==> config.mk <==
export PLATFORM = sky130hd
export DESIGN_NAME = mux_bus_master
export DESIGN_NICKNAME = d
export VERILOG_FILES = /design/src/rtl/mbm_pkg.sv /design/src/rtl/mbm_seq.sv /design/src/rtl/mbm_req_latch.sv /design/src/rtl/mbm_pin_ctrl.sv /design/src/rtl/mux_bus_master.sv
export SDC_FILE = /design/constraint.sdc
export NUM_CORES = 1
export LEC_CHECK = 0
export ABC_CLOCK_PERIOD_IN_PS = 2100
export BUFFER_PORTS_ARGS = -buffer_cell sky130_fd_sc_hd__buf_2
export CELL_PAD_IN_SITES_DETAIL_PLACEMENT = 1
export CELL_PAD_IN_SITES_GLOBAL_PLACEMENT = 2
export CORE_ASPECT_RATIO = 0.75
export CORE_MARGIN = 4
export CORE_UTILIZATION = 30
export CTS_CLUSTER_DIAMETER = 30
export DETAILED_ROUTE_END_ITERATION = 7
export GPL_TIMING_DRIVEN = 0
export HOLD_SLACK_MARGIN = 0.06
export PLACE_DENSITY_LB_ADDON = 0.1
export SLEW_MARGIN = 30
export SYNTH_ARGS = -nofsm -noshare
export SYNTH_HDL_FRONTEND = slang
export SYNTH_SLANG_ARGS = --single-unit
==> constraint.sdc <==
create_clock -name clk_i -period 2.1 [get_ports clk_i]
set_input_delay 0.525 -clock clk_i [delete_from_list [all_inputs] [get_ports clk_i]]
set_output_delay 0.525 -clock clk_i [all_outputs]
set_load 0.005 [all_outputs]
==> src/rtl/mbm_pkg.sv <==
package mbm_pkg;
  typedef enum logic [2:0] {
    ST_IDLE   = 3'd0,
    ST_ADDR   = 3'd1,
    ST_ALE_HI = 3'd2,
    ST_ALE_LO = 3'd3,
    ST_STRB   = 3'd4,
    ST_DATA   = 3'd5,
    ST_REL    = 3'd6
  } bus_st_e;
endpackage

==> src/rtl/mbm_seq.sv <==
module mbm_seq
  import mbm_pkg::*;
(
  input  logic    clk_i,
  input  logic    rst_ni,
  input  logic    req_i,
  output logic    accept_o,
  output bus_st_e state_o
);
  bus_st_e state_q, state_d;

  assign accept_o = req_i && (state_q == ST_IDLE);

  always_comb begin
    case (state_q)
      ST_IDLE:   state_d = accept_o ? ST_ADDR : ST_IDLE;
      ST_ADDR:   state_d = ST_ALE_HI;
      ST_ALE_HI: state_d = ST_ALE_LO;
      ST_ALE_LO: state_d = ST_STRB;
      ST_STRB:   state_d = ST_DATA;
      ST_DATA:   state_d = ST_REL;
      ST_REL:    state_d = ST_IDLE;
      default:   state_d = ST_IDLE;
    endcase
  end

  always_ff @(posedge clk_i or negedge rst_ni) begin
    if (!rst_ni) state_q <= ST_IDLE;
    else         state_q <= state_d;
  end

  assign state_o = state_q;

  assert_start_R2: assert property (@(posedge clk_i) disable iff (!rst_ni)
    (state_q == ST_IDLE && req_i) |=> (state_q == ST_ADDR));
  assert_end_R2: assert property (@(posedge clk_i) disable iff (!rst_ni)
    (state_q == ST_REL) |=> (state_q == ST_IDLE));
  assert_no_restart_R11: assert property (@(posedge clk_i) disable iff (!rst_ni)
    (state_q != ST_IDLE && state_q != ST_REL) |=> (state_q != ST_IDLE && state_q != ST_ADDR));
endmodule

==> src/rtl/mbm_req_latch.sv <==
module mbm_req_latch #(
  parameter int ADDR_W = 16,
  parameter int DATA_W = 8
) (
  input  logic              clk_i,
  input  logic              rst_ni,
  input  logic              load_i,
  input  logic [ADDR_W-1:0] addr_i,
  input  logic              prog_i,
  input  logic              wr_i,
  input  logic [DATA_W-1:0] wdata_i,
  output logic [ADDR_W-1:0] addr_o,
  output logic              prog_o,
  output logic              wr_o,
  output logic [DATA_W-1:0] wdata_o
);
  always_ff @(posedge clk_i or negedge rst_ni) begin
    if (!rst_ni) begin
      addr_o  <= '0;
      prog_o  <= 1'b0;
      wr_o    <= 1'b0;
      wdata_o <= '0;
    end else if (load_i) begin
      addr_o  <= addr_i;
      prog_o  <= prog_i;
      wr_o    <= wr_i && !prog_i; // program space is read-only
      wdata_o <= wdata_i;
    end
  end

  assert_prog_no_write_R12: assert property (@(posedge clk_i) disable iff (!rst_ni)
    prog_o |-> !wr_o);
endmodule

==> src/rtl/mbm_pin_ctrl.sv <==
module mbm_pin_ctrl
  import mbm_pkg::*;
#(
  parameter int ADDR_W = 16,
  parameter int DATA_W = 8
) (
  input  logic              clk_i,
  input  logic              rst_ni,
  input  bus_st_e           state_i,
  input  logic [ADDR_W-1:0] addr_i,
  input  logic              prog_i,
  input  logic              wr_i,
  input  logic [DATA_W-1:0] wdata_i,
  input  logic [DATA_W-1:0] ad_i,
  output logic [DATA_W-1:0] ad_o,
  output logic              ad_oe_o,
  output logic [ADDR_W-DATA_W-1:0] addr_hi_o,
  output logic              ale_o,
  output logic              psen_no,
  output logic              rd_no,
  output logic              wr_no,
  output logic              done_o,
  output logic [DATA_W-1:0] rdata_o
);
  localparam int LO_W = DATA_W;

  logic addr_ph, strb_ph, data_ph;

  assign addr_ph = (state_i == ST_ADDR) || (state_i == ST_ALE_HI) || (state_i == ST_ALE_LO);
  assign strb_ph = (state_i == ST_STRB) || (state_i == ST_DATA);
  assign data_ph = strb_ph || (state_i == ST_REL);

  always_comb begin
    ad_oe_o = 1'b0;
    ad_o    = '0;
    if (addr_ph) begin
      ad_oe_o = 1'b1;
      ad_o    = addr_i[LO_W-1:0];
    end else if (data_ph && wr_i) begin
      ad_oe_o = 1'b1;
      ad_o    = wdata_i;
    end
  end

  assign addr_hi_o = addr_i[ADDR_W-1:LO_W];
  assign ale_o     = (state_i == ST_ALE_HI);
  assign psen_no   = !(strb_ph && prog_i);
  assign rd_no     = !(strb_ph && !prog_i && !wr_i);
  assign wr_no     = !(strb_ph && !prog_i && wr_i);
  assign done_o    = (state_i == ST_REL);

  // capture on the edge that ends the last strobe-low cycle
  always_ff @(posedge clk_i or negedge rst_ni) begin
    if (!rst_ni)                          rdata_o <= '0;
    else if (state_i == ST_DATA && !wr_i) rdata_o <= ad_i;
  end

  assert_one_strobe_R13: assert property (@(posedge clk_i) disable iff (!rst_ni)
    $countones({!psen_no, !rd_no, !wr_no}) <= 1);
  assert_ale_no_strobe_R13: assert property (@(posedge clk_i) disable iff (!rst_ni)
    ale_o |-> (psen_no && rd_no && wr_no));
  assert_psen_data_space_R6: assert property (@(posedge clk_i) disable iff (!rst_ni)
    (!rd_no || !wr_no) |-> psen_no);
  assert_read_released_R7: assert property (@(posedge clk_i) disable iff (!rst_ni)
    (!rd_no || !psen_no) |-> !ad_oe_o);
  assert_write_driven_R9: assert property (@(posedge clk_i) disable iff (!rst_ni)
    !wr_no |-> (ad_oe_o && ad_o == wdata_i));
  assert_rdata_hold_R8: assert property (@(posedge clk_i) disable iff (!rst_ni)
    (state_i != ST_DATA) |=> $stable(rdata_o));
endmodule

==> src/rtl/mux_bus_master.sv <==
module mux_bus_master
  import mbm_pkg::*;
#(
  parameter int ADDR_W = 16,
  parameter int DATA_W = 8
) (
  input  logic              clk_i,
  input  logic              rst_ni,
  input  logic              req_i,
  input  logic [ADDR_W-1:0] addr_i,
  input  logic              prog_i,
  input  logic              wr_i,
  input  logic [DATA_W-1:0] wdata_i,
  output logic              busy_o,
  output logic              done_o,
  output logic [DATA_W-1:0] rdata_o,
  output logic [DATA_W-1:0] ad_o,
  output logic              ad_oe_o,
  input  logic [DATA_W-1:0] ad_i,
  output logic [ADDR_W-DATA_W-1:0] addr_hi_o,
  output logic              ale_o,
  output logic              psen_no,
  output logic              rd_no,
  output logic              wr_no
);
  bus_st_e           state;
  logic              accept;
  logic [ADDR_W-1:0] lat_addr;
  logic              lat_prog, lat_wr;
  logic [DATA_W-1:0] lat_wdata;

  mbm_seq u_seq (
    .clk_i   (clk_i),
    .rst_ni  (rst_ni),
    .req_i   (req_i),
    .accept_o(accept),
    .state_o (state)
  );

  mbm_req_latch #(.ADDR_W(ADDR_W), .DATA_W(DATA_W)) u_latch (
    .clk_i  (clk_i),
    .rst_ni (rst_ni),
    .load_i (accept),
    .addr_i (addr_i),
    .prog_i (prog_i),
    .wr_i   (wr_i),
    .wdata_i(wdata_i),
    .addr_o (lat_addr),
    .prog_o (lat_prog),
    .wr_o   (lat_wr),
    .wdata_o(lat_wdata)
  );

  mbm_pin_ctrl #(.ADDR_W(ADDR_W), .DATA_W(DATA_W)) u_pins (
    .clk_i    (clk_i),
    .rst_ni   (rst_ni),
    .state_i  (state),
    .addr_i   (lat_addr),
    .prog_i   (lat_prog),
    .wr_i     (lat_wr),
    .wdata_i  (lat_wdata),
    .ad_i     (ad_i),
    .ad_o     (ad_o),
    .ad_oe_o  (ad_oe_o),
    .addr_hi_o(addr_hi_o),
    .ale_o    (ale_o),
    .psen_no  (psen_no),
    .rd_no    (rd_no),
    .wr_no    (wr_no),
    .done_o   (done_o),
    .rdata_o  (rdata_o)
  );

  assign busy_o = (state != ST_IDLE);

  assert_done_busy_R10: assert property (@(posedge clk_i) disable iff (!rst_ni)
    done_o |-> busy_o);
  assert_done_pulse_R10: assert property (@(posedge clk_i) disable iff (!rst_ni)
    done_o |=> !done_o && !busy_o);
  assert_ale_drives_R4: assert property (@(posedge clk_i) disable iff (!rst_ni)
    ale_o |-> ad_oe_o);
  assert_addr_stable_R11: assert property (@(posedge clk_i) disable iff (!rst_ni)
    (busy_o && !done_o) |=> $stable(addr_hi_o));
  assert_idle_quiet_R1: assert property (@(posedge clk_i) disable iff (!rst_ni)
    !busy_o |-> (psen_no && rd_no && wr_no && !ale_o && !ad_oe_o));
endmodule

==> results by stage, run 1 <==
Run status:
- The run finished with clean final reports.

Route:
- In the final routed layout, each cell accounts on average for 14.32 microns.
- The routed wire length is 4.039 mm.
- The total number of vias is 1260.
- The detail-routed via count per cell is 4.468.
- The detailed route wirelength on metal2 is 2.120 mm.
- The top routing layer in use is met4.
- The number of iterations in the first detailed-routing pass is 3.
- The residual DRC count is 0.
- The routed length on met1 is 1.622 mm.
- The wire length on met3 is 274 microns.
- The number of design-rule violations left by the first detailed-router iteration is 22.
- In this run the remaining antenna-violating nets after routing total 0.

Placement:
- Once detailed placement completed, the half-perimeter wirelength came to slightly above 3 mm.
- At the end of routability-driven placement, the weighted congestion stood at 0.6982.
- The placed cell area is 2121 sq um.
- At the placement stage, the worst setup path has a slack of -22.40 ps.
- In this run the tool buffered the top-level ports with 67 buffer cells.

Pwr:
- The switching power total is 0.001083 W.
- The internal portion of the total power is ~0.0022 W.
- The portion of total power attributed to combinational logic is 46.9%.
- The worst-case vdd ir drop is 0.4093 mV.
- The part of the total power dissipated in sequential elements is 39.0%.
- Net switching is 32.83% of the power.
- Summed over all cells, the static leakage comes to 1.125 nW.
- The power density over the cells is 1454 nW/um^2.
- The clock network burns 14.1% of the power.

STA:
- The setup TNS is 0 ps.
- The worst-margin pin slew is 714.6 ps.
- The final max-slew violation count is 0.
- Timing would allow up to 487.9 MHz.
- Setup repair after global routing could not meet its margin everywhere.
- The number of hold-slack violations in the final timing report is 0.
- Setup violations remaining at the end of the flow were counted as 0.
- The headroom to the max-slew limit is 52.16%.
- The final worst-path setup slack is 50.51 ps.
- The worst setup skew after layout is a little under 6 ps.
- The fraction of the cycle the final worst path needs is 97.59%.
- After layout, the minimum clock period comes to 2049 ps.

Worst setup path:
- The worst-case register-to-register setup slack is between 150 and 200 ps.
- The worst setup path is captured at an output port.
- In this run the critical register-to-register path is captured at u_latch.addr_o[13]$_DFFE_PN0P_.
- The largest fanout of any net on the critical path is 10.
- For the worst setup path, the data required time is roughly 1600 ps.
- The worst setup path category is reg -> out.
- The depth of the worst register-to-register path is 4.
- Data on the critical path arrives at its endpoint at roughly 1500 ps.
- The launching point of the worst reg2reg path is u_seq.state_o[1]$_DFF_PN0_.
- The launching element type of the critical path is a flip-flop.

Synthesis:
- The post-synthesis cell area is between 1500 and 2000 sq um.
- Summing the sequential cell areas from Yosys gives 54.73% of the chip area.
- After synthesis, the netlist uses 25 different library cells.
- The area share of the largest cell type after synthesis is 54.73%.
- Yosys attributes the largest share of cell area to sky130_fd_sc_hd__dfrtp_1, sky130_fd_sc_hd__mux2_2, sky130_fd_sc_hd__o32ai_1.
- The post-synthesis cell type with the largest combined area is sky130_fd_sc_hd__dfrtp_1.
- After synthesis the netlist holds a flip-flop and latch count of 37.
- The post-synth net total is around 170.
- The Yosys step of the flow raised 0 warnings.
- The cell count after synthesis is 130.
- Each instance of the synthesized netlist takes up on average around 13 sq um.

Clock tree:
- Clock-pin slew was measured on the worst setup and hold paths at 70 ps.
- The quantity of hold-fixing buffers added after cts is 0.
- The total CTS buffers is 5.
- The TritonCTS clock tree is built.
- The root buffer selected by CTS is sky130_fd_sc_hd__clkbuf_8.
- The clock net in this run drives a total of 37 sinks.
- The clock latency on the worst-skew pair is 280 ps.
- The CTS H-tree depth is 2.
- The maximum root-to-sink buffer count is 2.

Layout:
- The area growth from synthesis to final layout is 34.17%.
- The multi-input gate area in the final layout is 621.8 sq um.
- The register cell area after layout is 927.1 sq um.
- The library cell used most frequently in the layout, excluding fill and tap cells, is sky130_fd_sc_hd__buf_2.
- Leaving out fill and tap cells, the most frequent cells in the layout are sky130_fd_sc_hd__buf_2, sky130_fd_sc_hd__dfrtp_1, sky130_fd_sc_hd__mux2_2.
- The share of final-layout standard cells stronger than drive strength 1 is between 60% and 70%.
- The repair_antennas step left the layout with diodes totalling 0.
- The number of inserted filler cells in the final layout is between 600 and 700.
- The finished cells cover 2270 sq um.
- The final net count is 243.
- The final core utilization is 41.95%.

Global route:
- Global routing consumed, over all layers together, 12.55% of the routing resources.
- The remaining global-route overflow is 0.
- The first global-routing pass estimated 6.575 mm of wire.
- The number of antenna violations at the first check in global routing is 0.
- Entering global routing, the biggest net connects 38 pins.
- The via count of the first global-routing pass is between 1000 and 1500.

Floorplanning:
- The die height is ~73 microns.
- The die area is 6917 sq um.
- In this run the core area contains 23 standard-cell rows.
- The count of pins on the block boundary is just under 70.
- The die is 94.71 microns wide.
- The starting density of the core is between 30 and 40%.
- The floorplan core area is 5410 sq um.

Min path:
- The type of the most critical hold path is in -> async.

Run:
- The reported max-cap violation count is 0.
==> final cells by class <==
class,instances,area share (%)
multi-input cells,61,27.40
clock inverters,2,0.4410
repair buffers,71,16.21
flip-flops and latches,37,40.85
inverters,17,2.811
well taps,75,4.135
plain buffers,13,4.961
clock buffers,6,3.197
==> power groups by stage <==
| stage | Sequential (W) | Clock, W | Combinational [W] |
|---|---|---|---|
| floorplan | 0.00125 | 0 | 0.000948 |
| global placement | 0.00126 | 0 | 0.00142 |
| detailed placement | 0.00130 | 0 | 0.00147 |
| CTS | 0.00129 | 0.000501 | 0.00154 |
| global route | 0.00134 | 0.000530 | 0.00170 |
| finish | 0.00129 | 0.000465 | 0.00155 |
==> cells by family (layout without fill, tap and decap cells) <==
kind of cell | after synthesis | count (layout) | share of synthesized area [%]
mux | 34 | 34 | 22.63
buf+inv | 32 | 109 | 10.28
simple gates | 14 | 14 | 6.287
compound gates | 13 | 13 | 6.066
flops | 37 | 37 | 54.73
==> metrics by stage <==
step / hold slack [ps] / std cells / power [W]
after detailed placement: 487.8 / 272 / 0.002771
after global routing: 235.6 / 282 / 0.003574
after floorplan: 229.4 / 130 / 0.002194
after global placement: 473.1 / 272 / 0.002681
final: 198.2 / 282 / 0.003299
after CTS: 373.0 / 282 / 0.003333
==> how the worst max path moves through the flow <==
stage                                    start  endpoint  slack [ps]  cells after the start
finish              u_seq.state_o[0]$_DFF_PN0_   ad_o[5]          50                      4
global route        u_seq.state_o[0]$_DFF_PN0_   ad_o[7]          -9                      4
CTS                 u_seq.state_o[0]$_DFF_PN0_   ad_o[5]          30                      4
detailed placement  u_seq.state_o[1]$_DFF_PN0_   ad_o[5]         -20                      4
global placement    u_seq.state_o[1]$_DFF_PN0_   ad_o[5]          30                      4
floorplan           u_seq.state_o[1]$_DFF_PN0_   ad_o[0]         370                      4
==> flip-flops by register name, indices dropped and copies added (netlist names) <==
register,flops
u_pins.rdata_o,8
u_latch.addr_o,16
u_latch.wdata_o,8
u_latch.wr_o,1
u_latch.prog_o,1
u_seq.state_o,3
==> cell usage after synthesis <==
cell                       count
sky130_fd_sc_hd__nand2_1       2
sky130_fd_sc_hd__or3_1         2
sky130_fd_sc_hd__inv_1        17
sky130_fd_sc_hd__buf_1         1
sky130_fd_sc_hd__and2_1        1
sky130_fd_sc_hd__nor3b_1       2
sky130_fd_sc_hd__clkbuf_1      2
sky130_fd_sc_hd__buf_6         3
sky130_fd_sc_hd__or3b_2        1
sky130_fd_sc_hd__mux2_1        2
sky130_fd_sc_hd__nor2b_1       1
sky130_fd_sc_hd__mux2_2       32
sky130_fd_sc_hd__o32ai_1       8
sky130_fd_sc_hd__dfrtp_1      37
sky130_fd_sc_hd__a21o_1        1
sky130_fd_sc_hd__o21bai_1      1
sky130_fd_sc_hd__nor4bb_1      1
sky130_fd_sc_hd__nor4b_4       1
sky130_fd_sc_hd__nor3_1        1
sky130_fd_sc_hd__nand3_1       1
sky130_fd_sc_hd__buf_4         8
sky130_fd_sc_hd__buf_2         1
sky130_fd_sc_hd__a211oi_1      1
sky130_fd_sc_hd__nand2b_1      1
sky130_fd_sc_hd__o21ai_0       2
==> per-layer routing <==
| metal | vias to the layer above | global-route usage [%] |
|---|---|---|
| li1 | 588 | - |
| met1 | 636 | 13.75 |
| met2 | 34 | 22.73 |
| met3 | 2 | 4.536 |
| met4 | 0 | 3.840 |
| met5 | - | 0 |
==> critical path, stage by stage, from the launching register on <==
cell,delay (ps)
sky130_fd_sc_hd__dfrtp_1,370
sky130_fd_sc_hd__buf_6,140
sky130_fd_sc_hd__and2_2,250
sky130_fd_sc_hd__o32ai_1,310
sky130_fd_sc_hd__buf_2,170
==> what timing repair did <==
action                                  4_1_cts  5_1_grt
endpoints found under the setup margin       11        7
resized for setup                             7        3
buffers inserted                              4        0
hold endpoints to repair                      0        0
gates cloned                                  0        0
Note: power is estimated with default switching activity, not from simulation.
==> run 2, diff against run 1 <==
--- a/config.mk
+++ b/config.mk
@@ -11,7 +11,7 @@
 export CELL_PAD_IN_SITES_GLOBAL_PLACEMENT = 2
 export CORE_ASPECT_RATIO = 0.75
 export CORE_MARGIN = 4
-export CORE_UTILIZATION = 30
+export CORE_UTILIZATION = 31
 export CTS_CLUSTER_DIAMETER = 30
 export DETAILED_ROUTE_END_ITERATION = 7
 export GPL_TIMING_DRIVEN = 0
@@ -20,4 +20,5 @@
 export SLEW_MARGIN = 30
 export SYNTH_ARGS = -nofsm -noshare
 export SYNTH_HDL_FRONTEND = slang
+export SYNTH_HIERARCHICAL = 1
 export SYNTH_SLANG_ARGS = --single-unit
==> run 2 against run 1 <==
  * Via count up 4.3%
  * Combinational power up 14%
  * Worst setup slack better by 47 ps
  * Largest power group unchanged
  * Die area up 2.4%
  * Clock skew down 1.9 ps
  * Non-clock buffer count up 5
  * Fmax up 2.4%
==> results by stage, run 2 <==
Pwr:
- The power density over the cells is 1561 nW/um^2 (+7.4%).
- The worst-case vdd ir drop is 0.5526 mV (+35%).
- The leakage power of the design is 1.150 nW (+2.2%).

Floorplanning:
- The floorplan core area came to 5468 sq um (+1.1%).
- The die area is 7082 sq um (+2.4%).
- The width of the die is 95.85 microns (+1.2%).
- The count of pins on the block boundary is 68 (unchanged).
- The die height is 73.89 microns (+1.2%).
- The starting density of the core is 32.81% (+1.5 points).
- The number of placement rows is 23 (unchanged).

Synthesis:
- The number of synthesized register bits was 37 (unchanged).
- By area the synthesized netlist is led by sky130_fd_sc_hd__dfrtp_1, sky130_fd_sc_hd__mux2_4, sky130_fd_sc_hd__mux2_2.
- The most frequently used cell type in the post-synthesis netlist is sky130_fd_sc_hd__dfrtp_1.
- The post-synthesis cell area is 1794 sq um (+6.1%).
- The share of flip-flops with an asynchronous set or reset is 100.0% (unchanged).
- The number of synthesis warnings came to 6 (+6).
- The post-synthesis cell type with the largest combined area is sky130_fd_sc_hd__dfrtp_1.
- The number of enable-type register cells in the synthesized netlist is 0 (unchanged).
- The portion of the post-synthesis area used by sequential elements is 51.60% (-3.1 points).
- The number of distinct standard cells referenced by the synthesized netlist is 26 (+4.0%).
- The post-synth net total is 168 (+0.60%).
- The mean area per synthesized cell is 13.70 sq um (+5.3%).
- The area share of the largest cell type after synthesis is 51.60% (-3.1 points).
- The most common flop cell mapped by yosys is sky130_fd_sc_hd__dfrtp_1.
- The cell count after synthesis was 131 (+0.77%).
- After synthesis, the most frequently instantiated cells are sky130_fd_sc_hd__dfrtp_1, sky130_fd_sc_hd__mux2_4, sky130_fd_sc_hd__mux2_2.

STA:
- The final max-slew violation count was 0 (unchanged).
- The final worst-path setup slack is 97.94 ps (+47.43 ps).
- The fraction of the cycle the final worst path needs is 95.34% (-2.3 points).
- The worst setup skew after layout came to 4.018 ps (-1.936 ps).
- The headroom to the max-slew limit was 67.87% (+16 points).
- The count of endpoints failing setup in the final report is 0 (unchanged).
- Setup repair after global routing left no endpoint under its margin.
- The number of hold-slack violations in the final timing report is 0 (unchanged).
- The worst-margin pin slew was 481.9 ps (-232.7 ps).
- The post-route minimum period is 2002 ps (-47.43 ps).
- The setup TNS is 0 ps (unchanged).
- The achievable frequency is 499.5 MHz (+2.4%).

Route:
- The number of design-rule violations left by the first detailed-router iteration is 16 (-27%).
- The detail-routed via count per cell is 4.594 (+2.8%).
- The number of antenna-violating nets in the routed design was 0 (unchanged).
- The residual DRC count is 0 (unchanged).
- The routed wirelength normalized by instance count came to 15.54 microns (+8.5%).
- The number of iterations in the first detailed-routing pass is 2 (-1).
- The total number of vias came to 1314 (+4.3%).
- The routed wire length is 4.445 mm (+10%).

Worst setup path:
- The slowest stage of the critical path is the sky130_fd_sc_hd__dfrtp_2 cell.
- The worst setup path category is reg -> out.
- Traced cell by cell, the critical path runs through buf_4, a21bo_2, buf_2, o22ai_1, buf_2.
- The required time of the critical path is 1570 ps (about the same).
- The arrival time at the worst endpoint is 1480 ps (-40 ps).
- STA classifies the critical path startpoint as a flip-flop.
- The largest fanout of any net on the critical path came to 9 (-1).
- The critical path capture point type is an output port.
- The cell occurring most often along the worst timing path is sky130_fd_sc_hd__buf_2.
- The maximum cell stage delay along the critical path came to 400 ps (+30 ps).

Layout:
- The share of final-layout standard cells stronger than drive strength 1 is 64.93% (+1.6 points).
- The library cells used most frequently in the layout, excluding fill and tap cells, are sky130_fd_sc_hd__buf_2, sky130_fd_sc_hd__dfrtp_1, sky130_fd_sc_hd__mux2_4.
- Compared with the post-synthesis result, the final layout area differs by 33.75%.
- The final net count is 247 (+1.6%).
- The largest registers in the layout are u_latch/addr_o (16), u_latch/wdata_o (8), u_pins/rdata_o (8).
- The number of inserted filler cells in the final layout came to 608 (-4.3%).
- Counting flops per register, the top entry is u_latch/addr_o.
- The library cell used most frequently in the layout, excluding fill and tap cells, is sky130_fd_sc_hd__buf_2.
- The flip-flop count of the largest register, all copies and words added was 16 (unchanged).
- The number of standard cells in the layout, taps in and fillers out is 286 (+1.4%).
- The antenna diode count is 0 (unchanged).

Global route:
- The wire length of the first global-routing pass is 7.265 mm (+10%).
- The global-route usage over all layers is 13.44% (+0.89 points).
- The maximum number of pins on one net before global-route repair was 38 (unchanged).
- The via count of the first global-routing pass came to 1485 (+7.8%).
- The remaining global-route overflow is 0 (unchanged).
- The number of antenna violations at the first check in global routing is 0 (unchanged).

Clock tree:
- The clock transition at the register clock pins on the worst setup and hold paths after CTS came to 70 ps (about the same).
- The root buffer selected by CTS is sky130_fd_sc_hd__clkbuf_8.
- TritonCTS built the clock tree.
- The quantity of hold-fixing buffers added after cts is 0 (unchanged).
- The maximum root-to-sink buffer count is 2 (unchanged).
- The CTS H-tree depth was 2 (unchanged).
- The number of clock sinks was 37 (unchanged).
- The total CTS buffers is 5 (unchanged).
- The clock latency on the worst-skew pair is 280 ps (about the same).

Placement:
- The HPWL after detailed placement was 3.231 mm (+4.3%).
- The count of buffers from port buffering was 67 (unchanged).
- The setup slack at placement is 75.58 ps (+97.97 ps).
- The number of cells in the design after placement is 273 (+0.37%).
- The weighted congestion reported at the end of routability-driven placement is 0.7741 (+11%).

Min path:
- In this run the worst hold path is classified as in -> async.

Run:
- The reported max-cap violation count is 0 (unchanged).

Run status:
- The run finished with clean final reports.
-- run 2: kinds of logic (layout without fill, tap and decap cells) --
group	count (synthesis)	in the layout	synth area share, %
buffers and inverters	18	98	8.158
DFF	37	37	51.60
muxes	35	35	25.87
and+or+nand+nor	21	21	7.810
AOI/OAI and AO/OA	20	20	6.555
-- run 2: critical path, delay by kind of cell, from the launching register on --
family                 cells  cell delay [ps]
buffers and inverters      3              430
AOI/OAI and AO/OA          2              370
DFF                        1              400
-- run 2: layout make-up --
cell class | count | area (sq um) | share of cell area (%)
flip-flops and latches | 37 | 930.9 | 38.79
multi-input cells | 76 | 725.7 | 30.24
repair buffers | 72 | 381.6 | 15.90
plain buffers | 17 | 147.6 | 6.152
well taps | 75 | 93.84 | 3.910
clock buffers | 7 | 86.33 | 3.597
clock inverters | 1 | 30.03 | 1.251
inverters | 1 | 3.754 | 0.1564
-- run 2: final timing paths --
check / startpoint / slack [ps] / depth (start not counted) / endpoint
worst min-delay path: rst_ni / 210 / 1 / u_latch/wdata_o[3]$_DFFE_PN0P_
worst min register to register: u_pins/rdata_o[2]$_DFFE_PN0P_ / 510 / 1 / u_pins/rdata_o[2]$_DFFE_PN0P_
worst max register to register: u_seq/state_o[1]$_DFF_PN0_ / 280 / 5 / u_latch/wdata_o[6]$_DFFE_PN0P_
max in group asynchronous: rst_ni / 1530 / 1 / u_seq/state_o[2]$_DFF_PN0_
min in group clk_i: addr_i[1] / 470 / 2 / u_latch/addr_o[1]$_DFFE_PN0P_
worst max-delay path: u_latch/wr_o$_DFFE_PN0P_ / 100 / 5 / ad_o[6]
-- run 2: repair_timing --
| action | 4_1_cts | 5_1_grt |
|---|---|---|
| gates cloned | 0 | 0 |
| setup buffers | 3 | 2 |
| resized for setup | 6 | 5 |
| setup endpoints to repair | 13 | 10 |
-- run 2: metrics by stage --
stage	hold WS (ps)	total power, W	util (%)	area (sq um)
after detailed placement	493.5	0.003048	40.66	2223
after global routing	237.9	0.004033	43.89	2400
after CTS	372.5	0.003765	43.34	2370
after floorplan	229.4	0.002448	-	1794
final	205.4	0.003747	43.89	2400
after global placement	483.6	0.002966	40.66	2223
-- run 2: per-layer routing --
metal	track usage, %	wire length (microns)	vias up
met5	0	0	-
met4	3.312	38	0
li1	-	-	619
met3	4.606	293	4
met1	16.55	1833	655
met2	22.65	2280	36
-- run 2: power breakdown --
part	internal, W	switching [W]	total (W)
combinational	0.00109	0.000671	0.00176
sequential	0.00109	0.000267	0.00135
clock	0.000387	0.000242	0.000629
==> run 3, diff against run 2 <==
--- a/config.mk
+++ b/config.mk
@@ -17,6 +17,7 @@
 export GPL_TIMING_DRIVEN = 0
 export HOLD_SLACK_MARGIN = 0.06
 export PLACE_DENSITY_LB_ADDON = 0.1
+export REMOVE_ABC_BUFFERS = 1
 export SLEW_MARGIN = 30
 export SYNTH_ARGS = -nofsm -noshare
 export SYNTH_HDL_FRONTEND = slang
==> run 3 against run 2 <==
  * Combinational power down 4%
  * Clock power down 20%
  * Non-clock buffer count down 9
  * Critical endpoint is now ad_o[4]
  * Total power down 4.9%
  * Largest power group unchanged
  * Routed wire length up 4.8%
  * First-iteration DRC count up 120%
  * Clock-buffer cell count unchanged
  * Register-to-register slack worse by 110 ps
  * Sequential share of layout area up 1.8 points
  * Die area unchanged
  * Fmax down 1.4%
==> results by stage, run 3 (synthesis gave the netlist of run 2 again) <==
Pwr:
- The leakage power of the design is 1.097 nW (-4.6%).
- The switching power share of the total was 33.77% (+2.3 points).
- The portion of total power attributed to combinational logic is 47.4% (+0.3 points).
- The clock power share is 14.1% (-2.7 points).
- The part of the total power dissipated in sequential elements is 38.6% (+2.5 points).
- The switching power total is 0.001203 W (+2.0%).
- The cell internal power dissipation is 0.002360 W (-8.1%).
- The worst-case vdd ir drop is 0.4596 mV (-17%).
- The power density over the cells came to 1541 nW/um^2 (-1.3%).
- The power consumption is 0.003564 W (-4.9%).

Min path:
- The type of the most critical hold path is in -> async.

Route:
- The residual DRC count is 0 (unchanged).
- The number of antenna-violating nets in the routed design came to 0 (unchanged).
- The number of iterations in the first detailed-routing pass is 2 (unchanged).
- The routed wirelength normalized by instance count was 16.87 microns (+8.6%).
- The number of design-rule violations left by the first detailed-router iteration is 35 (+19).
- The routed wire length is 4.657 mm (+4.8%).
- The total number of vias is 1294 (-1.5%).
- The detail-routed via count per cell is 4.688 (+2.0%).

Global route:
- The number of antenna violations at the first check in global routing is 0 (unchanged).
- The maximum number of pins on one net before global-route repair is 38 (unchanged).
- The wire length of the first global-routing pass is 7.086 mm (-2.5%).
- The remaining global-route overflow is 0 (unchanged).
- The global-route usage over all layers is 13.92% (+0.48 points).
- The via count of the first global-routing pass is 1339 (-9.8%).

STA:
- The count of endpoints failing setup in the final report is 0 (unchanged).
- The worst setup skew after layout is 7.455 ps (+3.438 ps).
- The worst-margin pin slew was 849.3 ps (+367.4 ps).
- The post-route minimum period is 2030 ps (+27.79 ps).
- The fraction of the cycle the final worst path needs came to 96.66% (+1.3 points).
- Setup repair after global routing left no endpoint under its margin.
- The headroom to the max-slew limit is 43.38% (-24 points).
- The number of hold-slack violations in the final timing report is 0 (unchanged).
- The achievable frequency came to 492.6 MHz (-1.4%).
- The final max-slew violation count came to 0 (unchanged).
- The setup TNS is 0 ps (unchanged).

Worst setup path:
- The worst setup path is of the reg -> out kind.
- The arrival time at the worst endpoint was 1500 ps (+20 ps).
- Among all stages on the critical path, the largest delay is contributed by sky130_fd_sc_hd__dfrtp_4.
- The logic depth of the worst setup path including buffers came to 3 (-2).
- The cell family contributing the most delay on the critical path is flip-flops.
- The maximum cell stage delay along the critical path came to 590 ps (+190 ps).
- The worst-case register-to-register setup slack was 170 ps (-110 ps).
- Walking the worst path, the cells encountered are a21bo_4, o22ai_1, buf_2.
- The depth of the worst register-to-register path came to 5 (unchanged).
- The endpoint identified for the worst register-to-register timing path is u_latch/addr_o[15]$_DFFE_PN0P_.
- The largest fanout of any net on the critical path is 19 (+10).
- The critical path capture point type is an output port.
- The launching element type of the critical path is a flip-flop.
- The required time of the critical path is 1570 ps (about the same).
- The total buffers and inverters traversed by the critical path is 1 (-2).
- The launching point of the worst reg2reg path is u_seq/state_o[1]$_DFF_PN0_.

Layout:
- In the final layout, the registers with the most flip-flops are u_latch/addr_o (16), u_latch/wdata_o (8), u_pins/rdata_o (8).
- The design area is 2312 sq um (-3.6%).
- The library cells used most frequently in the layout, excluding fill and tap cells, are sky130_fd_sc_hd__buf_2, sky130_fd_sc_hd__dfrtp_1, sky130_fd_sc_hd__mux2_4.
- Counting flops per register, the top entry is u_latch/addr_o.
- The multi-input gate area in the final layout is 752.0 sq um (+3.6%).
- The final net count is 238 (-3.6%).
- The antenna diode count is 0 (unchanged).
- Leaving out fill and tap cells, the most frequent cell in the layout is sky130_fd_sc_hd__buf_2.
- The register cell area after layout came to 938.4 sq um (+0.81%).
- The area growth from synthesis to final layout is 28.87%.
- The number of inserted filler cells in the final layout is 615 (+1.2%).
- The flip-flop count of the largest register, all copies and words added is 16 (unchanged).
- The share of final-layout standard cells stronger than drive strength 1 came to 64.18% (-0.75 points).
- The final core utilization is 42.29% (-1.6 points).

Placement:
- The count of buffers from port buffering is 67 (unchanged).
- The placed cell area was 2127 sq um (-4.3%).
- The weighted congestion reported at the end of routability-driven placement is 0.6814 (-12%).
- The HPWL after detailed placement is 3.129 mm (-3.1%).

Clock tree:
- The clock transition at the register clock pins on the worst setup and hold paths after CTS is 70 ps (about the same).
- The total CTS buffers is 5 (unchanged).
- The clock latency on the worst-skew pair came to 290 ps (about the same).
- The number of clock sinks came to 37 (unchanged).
- The TritonCTS clock tree is built.
- The CTS H-tree depth is 2 (unchanged).
- The tree is rooted in a sky130_fd_sc_hd__clkbuf_8.
- The quantity of hold-fixing buffers added after cts is 0 (unchanged).
- The maximum root-to-sink buffer count is 2 (unchanged).

Run status:
- The run finished with clean final reports.

Floorplanning:
- The count of pins on the block boundary is 68 (unchanged).
- The starting density of the core was 32.81% (unchanged).
- The width of the die is 95.85 microns (unchanged).
- The number of placement rows is 23 (unchanged).
- The die area is 7082 sq um (unchanged).
- The floorplan core area is 5468 sq um (unchanged).
- The die height was 73.89 microns (unchanged).

Run:
- The reported max-cap violation count is 0 (unchanged).
[run 3: repair_timing]
action,CTS,global route
setup buffers,7,1
pin swaps,1,0
resized for setup,6,6
endpoints found under the setup margin,46,11
[run 3: how the worst max path moves through the flow]
| stage | startpoint | end |
|---|---|---|
| after detailed placement | u_seq/state_o[2]$_DFF_PN0_ | u_latch/addr_o[15]$_DFFE_PN0P_ |
| after CTS | u_latch/wr_o$_DFFE_PN0P_ | rd_no |
| after floorplan | u_seq/state_o[2]$_DFF_PN0_ | u_latch/wr_o$_DFFE_PN0P_ |
| after global placement | u_seq/state_o[2]$_DFF_PN0_ | u_latch/wr_o$_DFFE_PN0P_ |
| after global routing | u_seq/state_o[1]$_DFF_PN0_ | ad_o[3] |
| final | u_seq/state_o[0]$_DFF_PN0_ | ad_o[4] |
[run 3: cell type report]
cell class	count	area share, %
clock buffers	7	3.734
inverters	1	0.1623
multi-input cells	76	32.52
flip-flops and latches	37	40.58
well taps	75	4.058
repair buffers	80	18.94
[run 3: routing by layer]
metal / part of all wire [%] / global-route usage, %
met5: 0 / 0
met4: 1.7 / 6.151
met3: 5.9 / 4.197
met2: 48 / 22.34
met1: 44 / 17.30
[run 3: power by group through the flow]
stage	Sequential (W)	Combinational [W]	Clock (W)
3_5_place_dp	0.00147	0.00143	0
3_3_place_gp	0.00143	0.00139	0
2_1_floorplan	0.00137	0.000914	0
6_report	0.00137	0.00169	0.000501
4_1_cts	0.00137	0.00167	0.000527
5_1_grt	0.00143	0.00182	0.000551
[run 3: per-stage QoR]
step / worst slack, ps / hold WS, ps / std cells
global route: 21.61 / 405.6 / 276
finish: 70.15 / 342.9 / 276
detailed placement: -541.1 / 489.4 / 262
CTS: 1.418 / 356.9 / 276
floorplan: -3168 / 229.4 / 114
global placement: -4735 / 484.5 / 256
